--- src/rtl/clb_pkg.sv ---
`timescale 1ns/1ps
package clb_pkg;
  localparam logic [7:0] CR_CODE    = 8'h0D;
  localparam logic [7:0] SPACE_CODE = 8'h20;

  // Which byte the output register loads on a stream beat.
  typedef enum logic [1:0] {
    SEL_CR    = 2'd0,
    SEL_SPACE = 2'd1,
    SEL_CHAR  = 2'd2
  } outSel_e;

  // Strobes from the control to the datapath.
  typedef struct packed {
    logic    loadOut;
    outSel_e sel;
  } strobes_t;
endpackage

--- src/rtl/clb_datapath.sv ---
`timescale 1ns/1ps
module clb_datapath
  import clb_pkg::*;
#(
  parameter  int CHARS  = 8,
  localparam int IDX_W  = $clog2(CHARS),
  localparam int SIZE_W = $clog2(CHARS) + 1,
  localparam int DATA_W = CHARS * 8
) (
  input  logic              clk,
  input  logic              rst_n,
  input  logic              busValid,
  input  logic              busWrite,
  input  logic [IDX_W-1:0]  busAddr,
  input  logic [SIZE_W-1:0] busSize,
  input  logic [DATA_W-1:0] busWrData,
  output logic [DATA_W-1:0] busRdData,
  input  strobes_t          strobes,
  input  logic [IDX_W-1:0]  charIdx,
  output logic              wrFire,
  output logic [7:0]        outData
);
  logic       sizeOk;
  logic       rdFire;
  logic [7:0] charMem [CHARS];
  logic [7:0] wrLane  [CHARS];
  logic [7:0] picked;

  // A legal size is a power of two between 1 and CHARS.
  assign sizeOk = (busSize != '0)
               && ((busSize & (busSize - 1'b1)) == '0)
               && (busSize <= SIZE_W'(CHARS));
  assign wrFire = busValid && busWrite && sizeOk;
  assign rdFire = busValid && !busWrite && sizeOk;

  for (genvar k = 0; k < CHARS; k++) begin : g_lane
    logic [IDX_W-1:0] srcIdx;
    assign wrLane[k] = busWrData[8*k +: 8];
    assign srcIdx    = busAddr + IDX_W'(k);
    assign busRdData[8*k +: 8] =
      (rdFire && (SIZE_W'(k) < busSize)) ? charMem[srcIdx] : 8'h00;
  end

  // Each cell works out which lane feeds it; the index wraps modulo CHARS.
  for (genvar j = 0; j < CHARS; j++) begin : g_cell
    logic [IDX_W-1:0] laneIdx;
    logic [7:0]       cellQ;
    assign laneIdx = IDX_W'(j) - busAddr;
    always_ff @(posedge clk or negedge rst_n) begin
      if (!rst_n) begin
        cellQ <= 8'h00;
      end else if (wrFire && (SIZE_W'(laneIdx) < busSize)) begin
        cellQ <= wrLane[laneIdx];
      end
    end
    assign charMem[j] = cellQ;
  end

  assign picked = charMem[charIdx];

  always_ff @(posedge clk or negedge rst_n) begin
    if (!rst_n) begin
      outData <= 8'h00;
    end else if (strobes.loadOut) begin
      case (strobes.sel)
        SEL_CR:    outData <= CR_CODE;
        SEL_SPACE: outData <= SPACE_CODE;
        default:   outData <= (picked == 8'h00) ? SPACE_CODE : picked;
      endcase
    end
  end
endmodule

--- src/rtl/clb_control.sv ---
`timescale 1ns/1ps
module clb_control
  import clb_pkg::*;
#(
  parameter  int CHARS  = 8,
  localparam int IDX_W  = $clog2(CHARS),
  localparam int BEAT_W = $clog2(CHARS + 1)
) (
  input  logic             clk,
  input  logic             rst_n,
  input  logic             wrFire,
  input  logic             linkUp,
  input  logic             outReady,
  output logic             outValid,
  output strobes_t         strobes,
  output logic [IDX_W-1:0] charIdx
);
  logic              active;
  logic [BEAT_W-1:0] beat;
  logic              refreshPend;
  logic              greetPend;
  logic              greetDone;
  logic              linkPrev;
  logic              advance;
  logic              linkRise;

  assign advance  = !outValid || outReady;
  assign linkRise = linkUp && !linkPrev;
  assign charIdx  = IDX_W'(beat - BEAT_W'(1));

  // A running repaint goes first, then the one-time blank, then a queued repaint.
  always_comb begin
    strobes = '{loadOut: 1'b0, sel: SEL_CR};
    if (advance) begin
      if (active) begin
        strobes = '{loadOut: 1'b1, sel: SEL_CHAR};
      end else if (greetPend) begin
        strobes = '{loadOut: 1'b1, sel: SEL_SPACE};
      end else if (refreshPend) begin
        strobes = '{loadOut: 1'b1, sel: SEL_CR};
      end
    end
  end

  always_ff @(posedge clk or negedge rst_n) begin
    if (!rst_n) begin
      active      <= 1'b0;
      beat        <= '0;
      refreshPend <= 1'b0;
      greetPend   <= 1'b0;
      greetDone   <= 1'b0;
      linkPrev    <= 1'b0;
      outValid    <= 1'b0;
    end else begin
      linkPrev <= linkUp;
      if (linkRise && !greetDone) begin
        greetPend <= 1'b1;
        greetDone <= 1'b1;
      end
      if (wrFire) begin
        refreshPend <= 1'b1;
      end
      if (advance) begin
        if (active) begin
          outValid <= 1'b1;
          if (beat == BEAT_W'(CHARS)) begin
            active <= 1'b0;
          end else begin
            beat <= beat + 1'b1;
          end
        end else if (greetPend) begin
          outValid  <= 1'b1;
          greetPend <= 1'b0;
        end else if (refreshPend) begin
          outValid    <= 1'b1;
          active      <= 1'b1;
          beat        <= BEAT_W'(1);
          refreshPend <= wrFire;
        end else begin
          outValid <= 1'b0;
        end
      end
    end
  end
endmodule

--- src/rtl/char_line_buffer.sv ---
`timescale 1ns/1ps
module char_line_buffer
  import clb_pkg::*;
#(
  parameter  int CHARS  = 8,
  localparam int IDX_W  = $clog2(CHARS),
  localparam int SIZE_W = $clog2(CHARS) + 1,
  localparam int DATA_W = CHARS * 8
) (
  input  logic              clk,
  input  logic              rst_n,
  input  logic              busValid,
  input  logic              busWrite,
  input  logic [IDX_W-1:0]  busAddr,
  input  logic [SIZE_W-1:0] busSize,
  input  logic [DATA_W-1:0] busWrData,
  output logic [DATA_W-1:0] busRdData,
  input  logic              linkUp,
  output logic              outValid,
  output logic [7:0]        outData,
  input  logic              outReady
);
  strobes_t         strobes;
  logic             wrFire;
  logic [IDX_W-1:0] charIdx;

  clb_datapath #(.CHARS(CHARS)) u_dp (
    .clk       (clk),
    .rst_n     (rst_n),
    .busValid  (busValid),
    .busWrite  (busWrite),
    .busAddr   (busAddr),
    .busSize   (busSize),
    .busWrData (busWrData),
    .busRdData (busRdData),
    .strobes   (strobes),
    .charIdx   (charIdx),
    .wrFire    (wrFire),
    .outData   (outData)
  );

  clb_control #(.CHARS(CHARS)) u_ctl (
    .clk      (clk),
    .rst_n    (rst_n),
    .wrFire   (wrFire),
    .linkUp   (linkUp),
    .outReady (outReady),
    .outValid (outValid),
    .strobes  (strobes),
    .charIdx  (charIdx)
  );
endmodule

--- config.mk ---
export PLATFORM = sky130hd
export DESIGN_NAME = char_line_buffer
export DESIGN_NICKNAME = d
export VERILOG_FILES = /design/src/rtl/clb_pkg.sv /design/src/rtl/clb_datapath.sv /design/src/rtl/clb_control.sv /design/src/rtl/char_line_buffer.sv
export SDC_FILE = /design/constraint.sdc
export NUM_CORES = 1
export LEC_CHECK = 0
export ABC_AREA = 1
export BUFFER_PORTS_ARGS = -buffer_cell sky130_fd_sc_hd__buf_2
export CORE_UTILIZATION = 35
export DETAILED_ROUTE_END_ITERATION = 16
export PLACE_DENSITY = 0.54
export SYNTH_ARGS = -nofsm -noshare
export SYNTH_HDL_FRONTEND = slang
export SYNTH_SLANG_ARGS = --single-unit
--- constraint.sdc ---
create_clock -name clk -period 2.4 [get_ports clk]
set_clock_uncertainty 0.05 [all_clocks]
set_input_delay 0.36 -clock clk [delete_from_list [all_inputs] [get_ports clk]]
set_output_delay 0.36 -clock clk [all_outputs]
set_load 0.02 [all_outputs]
Word-level counts from Yosys, hierarchy flattened --
Cells that the tools add are included.
Operators by class: add/sub/neg operators 18, $lt $le $gt $ge 34, equal/unequal tests 4, muxes and demuxes 84, bitwise operators 18, reductions and logical operators 35
Operators by type and width (count):
- $bmux 8 s3 | 17
- $mux 8 | 43
- $ge 4x4->1 const B | 17
- $not 3->4 | 17
- $lt 3x4->1 | 8
- $logic_and 1x1->1 | 24
- $lt 3x4->1 const A | 4
- $mux 4 | 4
- $pmux 8 s2 | 1
- $mux 1 | 15
- $add 3x3->3 const B | 4
- $mux 3 | 4
- $sub 3x3->3 const A | 4
- $logic_not 8->1 | 1
- $lt 1x4->1 const A | 2
- $lt 2x4->1 const A | 2
- $add 3x2->3 const B | 2
- $sub 1x3->3 const A | 2
- $sub 2x3->3 const A | 2
- $add 4x1->4 const B | 1
- $and 4x4->4 | 1
- $eq 4x4->1 const B | 1
- $le 4x4->1 const B | 1
- $logic_not 1->1 | 4
- 12 further kinds | 12
Word-level totals: register bits 82, output and inout bits 73, logic and storage cells 209

Logic depth before layout (Yosys ltp) --
Gate-level depths: netlist (run 1).
depth in word-level cells 11, gate-level depth with buffers 16, depth with buffers taken out 13

By module --
From an unflattened synthesis (run 1), not the netlist that was laid out.
Unflattened totals: cells, all modules 1605, area, all modules 8798.4 um^2
Modules (own cells, without submodules):
- clb_datapath | instances 1, cells each 1538, area an instance 8240.4 um^2, sequential area each 1801.7 um^2
- clb_control | instances 1, cells each 67, area an instance 558.0 um^2, sequential area each 250.2 um^2

Worst setup path before layout (run 1) --
No wires, ideal clock.
path kind input-to-reg, start in busAddr[1], end reg u_dp.g_cell[2].cellQ[6], library setup time 0.074 ns, data arrival time 2.919 ns, path slack -0.643 ns, stages 14, path through buf_2 inv_2 clkbuf_1 ha_1 inv_1 clkbuf_1 clkbuf_1 ha_1 a21oi_1 o21bai_1 a21oi_4 buf_6 o211ai_1 o21ai_2
On the way: word-level cells in the longest chain between the ends 5, elaborated cells between the ends (all ways) 7, classes of those cells 1 x add/sub; 1 x order compare; 3 x mux; 1 x bitwise; 1 x reduce/logical
RTL lines:
- from (decl) | line char_line_buffer.sv:14 | input logic [IDX_W-1:0] busAddr,
- $sub 2x3->3 * | line clb_datapath.sv:48 | assign laneIdx = IDX_W'(j) - busAddr;
- $not 3->4 (not written as such) | line clb_datapath.sv:53 | cellQ <= wrLane[laneIdx];
- $bmux 8 s3 | line clb_datapath.sv:53
- $mux 8 (not written as such) (2 in series) | line clb_datapath.sv:53
- to (signal assigned) | line clb_datapath.sv:53
- to (decl) | line clb_datapath.sv:47 | logic [7:0] cellQ;
Every way passes the cells marked *; elsewhere a longest branch is shown, timed or not. The select of a mux whose other input is x is not followed. A chain may end at the register's enable or synchronous reset.

Final worst setup path (run 1) --
start in busAddr[1], end out busRdData[17]
On the way: word-level cells in the longest chain between the ends 6
RTL lines:
- $add 3x2->3 | line clb_datapath.sv:39 | assign srcIdx = busAddr + IDX_W'(k);
- $not 3->4 (not written as such) | line clb_datapath.sv:41 | (rdFire && (SIZE_W'(k) < busSize)) ? charMem[srcIdx] : 8'h00;
- $bmux 8 s3 | line clb_datapath.sv:41
- $mux 8 (not written as such) (2 in series) | line clb_datapath.sv:41
- $mux 8 | line clb_datapath.sv:41
- to (decl) | line char_line_buffer.sv:17 | output logic [DATA_W-1:0] busRdData,
No other way between the ends. The select of a mux whose other input is x is not followed.

==> results of run 1 <==
## metal layers
metal | up-vias | routed length [um]
met1 | 4830 | 16600
met2 | 415 | 16400
met4 | 0 | 1720
met3 | 61 | 2250
li1 | 5220 | -
met5 | - | 0
## state kept, by name (all words and copies together), names as in the netlist
| register | cells |
|---|---|
| u_dp.g_cell.cellQ | 64 |
| u_dp.outData | 8 |
| u_ctl.beat | 4 |
| u_ctl.active | 1 |
| u_ctl.greetDone | 1 |
| u_ctl.greetPend | 1 |
| u_ctl.linkPrev | 1 |
| u_ctl.outValid | 1 |
| u_ctl.refreshPend | 1 |
## cells by family (layout without fill, tap and decap cells)
group                      Yosys count  after routing  synth area share (%)
DFF                                 82             82                  23.2
and+or+nand+nor                    826            826                  37.7
adders and majority gates           17             17                  2.41
buffers and inverters              239            381                  11.4
AOI/OAI and AO/OA                  357            357                  23.6
xor gates and xnor gates             6              6                 0.850
muxes                                8              8                 0.907
## timing repair
| action | CTS | global route |
|---|---|---|
| hold buffers | 1 | 0 |
| gates resized for setup | 0 | 3 |
| setup buffers | 0 | 0 |
| endpoints found under the setup margin | 0 | 4 |
| endpoints found under the hold margin | 32 | 0 |
## how the worst max path moves through the flow
| stage | start | end | slack [ns] | cells past startpoint |
|---|---|---|---|---|
| 6_report | busAddr[1] | busRdData[17] | 0.10 | 9 |
| 5_1_grt | busAddr[1] | busRdData[46] | 0.002 | 9 |
| 4_1_cts | busAddr[0] | busRdData[12] | 0.06 | 11 |
| 3_5_place_dp | busAddr[1] | u_dp.g_cell[1].cellQ[3] | -0.05 | 10 |
| 3_3_place_gp | busAddr[1] | u_dp.g_cell[1].cellQ[7] | -0.0001 | 10 |
| 2_1_floorplan | busAddr[0] | u_dp.g_cell[2].cellQ[6] | -0.04 | 15 |
## layout make-up
type	count	area [um2]	share of cell area, %
Multi-Input combinational cell	1214	5860	54.5
Clock inverter	4	50.0	0.466
Sequential cell	82	2050	19.1
Clock buffer	12	256	2.39
Timing Repair Buffer	229	1620	15.0
Tap cell	324	405	3.77
Inverter	136	514	4.78
## stage by stage
stage               instance area [um2]    TNS, ns  utilization [%]
global route                      10800          0             43.8
CTS                               10800          0             43.8
finish                            10800          0             43.8
detailed placement                10400     -0.203             42.5
floorplan                          8980     -0.226                -
global placement                  10400  -0.000120             42.5
## layout by cell type (no fill, tap or decap), types with 17 or more instances in the layout
cell	instances
o211ai_1	60
buf_2	147
nand2_1	625
nor2_2	17
buf_4	60
o21ai_1	67
buf_12	21
o21ai_0	190
inv_1	129
nand3_1	110
dfrtp_1	82
nor2_1	61
## worst max-delay path, cell delays in order
cell and delay, ns:
buf_2 0.15, buf_12 0.26, xor2_2 0.23, inv_1 0.09
buf_4 0.25, nand2_1 0.10, nand2_1 0.05, nor2_1 0.17
buf_2 0.20
## power breakdown
| part | total (mW) | internal (mW) | switching [mW] |
|---|---|---|---|
| clock network | 1.47 | 0.863 | 0.604 |
| registers | 2.21 | 1.89 | 0.320 |
| logic | 5.35 | 1.76 | 3.59 |
==> impl_metrics.ini, run 1 <==
[run_status]
outcome = finished clean

[timing]
clock.fmax_ghz = 0.435
fin_crit_ns = 2.30
rsz0062_at_grt = false
max-slew-margin-rel_pct = 53.7
tightest_slew_ns = 0.687
setup_violations = 0
post-route-worst-setup-slack_ns = 0.101
drv_slew = 0
holdWs_ns = 0.0791
fin_crit_sh_pct = 95.8
hold_violations = 0

[clocking]
tritoncts = yes
cts_inserted_buffers = 9
clock_path_buffers = 2
cts.clk_slew.worst_paths_ns = 0.06
clkLatencyLatePin_ns = 0.35
cts_root_buf = clkbuf_16
numClockSinks = 82
ctsHtreeMaxLevel = 3

[cells_and_area]
fillers = 2677
final_nets = 1766
drive_gt1_share_pct = 17.8
synthToLayoutAreaGrowth_pct = 21.7
diodes = 0
layoutNonFillerInstCount = 2001

[global_route]
grt_util_met1_pct = 39.6
first_global_vias = 9390
grt_max_degree = 66
antenna_found_initial = 0
use_met3_pct = 2.35
grt-busiest-layer = met2
track_usage_pct = 28.6
grt_pass1_wl_um = 56000
overflow = 0
grt_util_met2_pct = 44.7

[drt]
first_pass_iters = 6
drcViolationCount = 0
dr.first_iter.drc_count = 801
wire_per_inst_um = 18.5
vias_per_cell = 5.26
wirelength_um = 37000
num_vias = 10500
antenna_left = 0

[power]
vdd_drop_max_v = 0.000446
powerDensity_nw_per_um2 = 840
p_total_mw = 9.03
leakagePower_nw = 5.66

[critical_path]
worstSetupPathType = in -> out
rr_worst_depth = 14
required_ns = 1.99
r2r-end = u_dp.outData[5]
endpoint_kind = output pin
cp_max_fo = 63
startpoint_type = input port
reg2reg_slack_ns = 0.35
crit_arrival_ns = 1.89
r2r_start = u_ctl.beat[1]

[yosys]
yosysTopAreaCellShare_pct = 26.6
synth_top_cell_by_area = nand2_1
synth_most_common_cell = nand2_1
yosysUniqueCellTypes = 42
synthCells = 1535
yosysWarnings = 0
synth-async-reset-ratio_pct = 100
yosys-top-cells-count = 625 x nand2_1, 193 x o21ai_0, 130 x inv_1
ys_seq_area_share_pct = 23.2
synth_nets = 1629
ys_seq_elements = 82
synth_edf_count = 0
synth.area.top_cells = nand2_1 27%, dfrtp_1 23%, o21ai_0 11%
syn_avg_cell_area_um2 = 5.75
syn_area_um2 = 8830
synth-main-ff-cell = dfrtp_1

[placement]
placed_cells = 1984
pre_cts_ws_ns = -0.0459
hpwl_um = 29300
io_buffers = 149
place_congestion = 0.923

[min_path]
hold_depth = 1
min_to = u_ctl.linkPrev
hp-start = linkUp
worstHoldPathType = in -> reg

[die]
io_pins = 150
fp.dieW_um = 161
die-height_um = 161
dieArea_um2 = 25900
num_rows = 57
start_util_pct = 36.0
core-area_um2 = 24500

[flow_run]
maxCapViolCount = 0
No activity file was read; power rests on OpenSTA's default activity.
==> run 2: changes to the inputs <==
PLACE_DENSITY = not set   (was 0.54)
PLACE_DENSITY_LB_ADDON = 0.3   (was not set)
==> run 2 against run 1 <==
  * Setup slack worse by 0.025 ns
  * First-iteration DRC count is 55% higher
  * Fmax is 1.1% lower
  * Largest power group unchanged
  * Highest routed layer unchanged
==> impl_metrics.ini, run 2 (same netlist as run 1, synthesis figures left out) <==
[die]
fp.dieW_um = 161
dieArea_um2 = 25900
core-area_um2 = 24500
io_pins = 150
die-height_um = 161
num_rows = 57
start_util_pct = 36.0

[cells_and_area]
final_nets = 1776
drive_gt1_share_pct = 18.4
mostFrequentLayoutCell = nand2_1
fin_util_pct = 43.7
diodes = 0
largest_register_ffs = 64
final_cell_mix = 625 x nand2_1, 187 x o21ai_0, 147 x buf_2
synthToLayoutAreaGrowth_pct = 21.5
top_register = u_dp.g_cell.cellQ
design_area_um2 = 10700
largestRegisters = u_dp.g_cell.cellQ (64), u_dp.outData (8), u_ctl.beat (4)
layoutNonFillerInstCount = 2011

[critical_path]
cpLargestDelayFamily = buffers and inverters
required_ns = 1.99
startpoint_type = input port
worstPathCellList = buf_4 > ha_1 > xor2_2 > inv_1 > buf_4 > mux2i_1 > inv_1 > nor2_2 > buf_2
worstSetupPathType = in -> out
crit_path_start = busAddr[0]
crit_arrival_ns = 1.91
critPathMaxStageDelay_ns = 0.31
r2r_start = u_ctl.beat[1]
endpoint_kind = output pin
cp_num_buf_inv = 5
crit_slowest_cell = buf_4
reg2reg_slack_ns = 0.38
cp_max_fo = 31

[global_route]
antenna_found_initial = 0
grt_pass1_wl_um = 55300
first_global_vias = 9534
overflow = 0
grt_max_degree = 66
track_usage_pct = 27.8

[min_path]
hp-start = linkUp
worstHoldPathType = in -> reg

[clocking]
tritoncts = yes
cts_root_buf = clkbuf_16
clkLatencyLatePin_ns = 0.35
clock_path_buffers = 2
cts_inserted_buffers = 9
ctsHtreeMaxLevel = 3
numClockSinks = 82
cts.clk_slew.worst_paths_ns = 0.07

[timing]
rsz0062_at_grt = true
max-slew-margin-rel_pct = 51.2
clock.fmax_ghz = 0.430
finalSetupTns_ns = 0
hold_violations = 0
tightest_slew_ns = 0.724
drv_slew = 0
setup_violations = 0
fin_crit_sh_pct = 96.8
fin_crit_ns = 2.32

[run_status]
outcome = finished clean

[placement]
placedInstanceArea_um2 = 10400
place_congestion = 1.00
placed_cells = 1994
hpwl_um = 28900
io_buffers = 149

[drt]
first_pass_iters = 6
antenna_left = 0
num_vias = 10800
vias_per_cell = 5.35
wire_per_inst_um = 17.9
drcViolationCount = 0
wirelength_um = 36100
dr.first_iter.drc_count = 1239

[power]
powerDensity_nw_per_um2 = 837
leakagePower_nw = 5.66
vdd_drop_max_v = 0.000519

[flow_run]
maxCapViolCount = 0
-- run 2: cell count changes in the layout (fill, tap and decap cells not counted), sizes merged --
cell / delta
clkinv: +1
inv: +2
clkbuf: -2
buf: +10
bufinv: -1
-- run 2: final timing paths --
kind,to,depth (start not counted)
worst max-delay path,busRdData[46],9
worst min-delay path,u_ctl.linkPrev,1
worst max register to register,u_dp.outData[5],14
worst min register to register,u_ctl.beat[3],1
max in group asynchronous,u_dp.g_cell[2].cellQ[0],3
min in group asynchronous,u_dp.outData[2],2
-- run 2: stage by stage --
stage / hold WS (ns) / total power [mW] / worst slack (ns)
floorplan: 0.0144 / 5.50 / -0.0404
global placement: 0.320 / 7.48 / -0.0266
detailed placement: 0.328 / 7.53 / -0.0687
CTS: 0.0874 / 8.88 / 0.0429
global route: 0.0859 / 9.66 / -0.0266
finish: 0.0945 / 8.98 / 0.0761
-- run 2: cell type report --
cell class                 count  area [um2]
clock buffer                  10         229
clock inverter                 6        50.0
fill                        2651       13800
inverter                     136         514
multi-input combinational   1214        5860
sequential                    82        2050
tap                          324         405
timing repair buffer         239        1620
-- run 2: where the power goes --
part	switching [mW]	internal [mW]	leakage (nW)
clock	0.624	0.713	0.130
sequential	0.319	1.89	0.983
combinational	3.65	1.78	4.55
total	4.59	4.38	5.66
-- run 2: repair_timing --
item | 4_1_cts | 5_1_grt
setup buffers | 0 | 0
endpoints found under the setup margin | 5 | 18
hold endpoints to repair | 37 | 0
resized for setup | 4 | 8
hold buffers | 1 | 0
-- run 2: routing by layer --
| layer | global-route usage, % | vias up | share of wire, % |
|---|---|---|---|
| met5 | 0 | - | 0 |
| met4 | 13.8 | 0 | 5.1 |
| met3 | 4.24 | 74 | 8.7 |
| met2 | 42.4 | 547 | 43 |
| met1 | 38.1 | 4880 | 43 |
| li1 | - | 5254 | - |
==> run 3: changes to the inputs <==
CELL_PAD_IN_SITES_DETAIL_PLACEMENT = 1   (was not set)
CELL_PAD_IN_SITES_GLOBAL_PLACEMENT = 2   (was not set)
CORE_UTILIZATION = 27   (was 35)
==> run 3 against run 2 <==
  * Via count is 0.70% lower
  * Register-to-register slack hardly changed
  * Sequential share of layout area is 0.28 points lower
  * Critical path depth is 2 lower
  * Fmax is 1.5% higher
  * Clock power is 5% lower
  * Routed wire length is 17% higher
  * Clock-buffer cell count is 1 higher
  * Critical endpoint is now busRdData[20]
  * Largest cell class unchanged
  * Highest routed layer unchanged
==> impl_metrics.ini, run 3 (same netlist as run 1, synthesis figures left out) <==
[run_status]
outcome = finished clean

[drt]
first_pass_iters = 5
dr.first_iter.drc_count = 660
drcViolationCount = 0
num_vias = 10700
wirelength_um = 42200
antenna_left = 0
wire_per_inst_um = 20.0
vias_per_cell = 5.06

[power]
leakagePower_nw = 5.66
vdd_drop_max_v = 0.000428
p_total_mw = 8.99
powerDensity_nw_per_um2 = 825

[cells_and_area]
top_register = u_dp.g_cell.cellQ
largestRegisters = u_dp.g_cell.cellQ (64), u_dp.outData (8), u_ctl.beat (4)
diodes = 0
drive_gt1_share_pct = 18.0
layoutNonFillerInstCount = 2111
mostFrequentLayoutCell = nand2_1
final_nets = 1767
fillers = 4292
largest_register_ffs = 64
synthToLayoutAreaGrowth_pct = 23.3
final_cell_mix = 625 x nand2_1, 177 x o21ai_0, 147 x buf_2

[critical_path]
worstSetupPathType = reg -> out
rr_worst_depth = 14
endpoint_kind = output pin
critPathMaxStageDelay_ns = 0.43
crit_arrival_ns = 1.88
cp_num_buf_inv = 2
reg2reg_slack_ns = 0.39
cpLargestDelayFamily = compound AO/OA/AOI/OAI gates
startpoint_type = register
r2r-end = u_dp.outData[5]
required_ns = 1.99
cp_max_fo = 3
worstPathCellList = inv_1 > o21ai_0 > o21ai_0 > nand2_1 > nand2_1 > nor2_1 > buf_2
crit_slowest_cell = o21ai_0
r2r_start = u_ctl.beat[0]

[timing]
max-slew-margin-rel_pct = 52.9
finalSetupTns_ns = 0
tightest_slew_ns = 0.698
clock.fmax_ghz = 0.437
drv_slew = 0
hold_violations = 0
rsz0062_at_grt = false
fin_crit_ns = 2.29
setup_violations = 0
fin_crit_sh_pct = 95.4

[clocking]
numClockSinks = 82
ctsHtreeMaxLevel = 3
tritoncts = yes
clock_path_buffers = 2
post_cts_buffers = 0
cts_root_buf = clkbuf_16
cts.clk_slew.worst_paths_ns = 0.06
cts_inserted_buffers = 9
clkLatencyLatePin_ns = 0.35

[global_route]
grt_pass1_wl_um = 64800
overflow = 0
antenna_found_initial = 1
grt_max_degree = 66
track_usage_pct = 25.6
first_global_vias = 10700

[die]
core-area_um2 = 31900
io_pins = 150
die-height_um = 183
start_util_pct = 27.7
num_rows = 65
dieArea_um2 = 33400
fp.dieW_um = 183

[placement]
placed_cells = 2095
place_congestion = 0.907
io_buffers = 149
hpwl_um = 34300

[min_path]
hold_depth = 1
hp-start = linkUp
min_to = u_ctl.linkPrev
worstHoldPathType = in -> reg

[flow_run]
maxCapViolCount = 0
[run 3: worst max path at each step]
| stage | depth (start not counted) | from | endpoint |
|---|---|---|---|
| 2_1_floorplan | 15 | busAddr[0] | u_dp.g_cell[2].cellQ[6] |
| 3_3_place_gp | 9 | busAddr[0] | busRdData[54] |
| 3_5_place_dp | 9 | busAddr[0] | busRdData[54] |
| 4_1_cts | 8 | u_dp.g_cell[0].cellQ[6] | busRdData[54] |
| 5_1_grt | 8 | u_dp.g_cell[4].cellQ[6] | busRdData[54] |
| 6_report | 7 | u_dp.g_cell[6].cellQ[4] | busRdData[20] |
[run 3: where the power goes]
part / total [mW] / switching (mW) / internal (mW)
Combinational: 5.47 / 3.75 / 1.72
Clock: 1.27 / 0.560 / 0.714
Sequential: 2.24 / 0.346 / 1.90
[run 3: area by class of cell]
| class | instances | area [um2] | share of cell area, % |
|---|---|---|---|
| sequential | 82 | 2050 | 18.8 |
| multi-input combinational | 1214 | 5870 | 53.9 |
| timing repair buffer | 230 | 1650 | 15.1 |
| tap | 435 | 544 | 5.00 |
| clock buffer | 11 | 243 | 2.23 |
| clock inverter | 3 | 17.5 | 0.161 |
| inverter | 136 | 514 | 4.72 |
[run 3: metal layers]
| metal | global-route usage [%] | wire (um) |
|---|---|---|
| met1 | 36.0 | 20000 |
| met2 | 41.2 | 19000 |
| met3 | 2.88 | 1950 |
| met4 | 7.53 | 1140 |
| met5 | 0 | 0 |
[run 3: timing repair]
action                                  4_1_cts  5_1_grt
endpoints found under the setup margin        2       28
endpoints found under the hold margin        25        0
cloned                                        0        1
hold buffers                                  1        0
resized for setup                             7       15
[run 3: metrics by stage]
step / worst slack [ns] / utilization (%) / hold WS (ns) / area, um2
6_report: 0.110 / 34.2 / 0.123 / 10900
5_1_grt: 0.0101 / 34.2 / 0.119 / 10900
4_1_cts: 0.0140 / 34.0 / 0.111 / 10900
3_5_place_dp: -0.0760 / 33.2 / 0.279 / 10600
3_3_place_gp: -0.0498 / 33.2 / 0.280 / 10600
2_1_floorplan: -0.0404 / - / 0.0144 / 8980
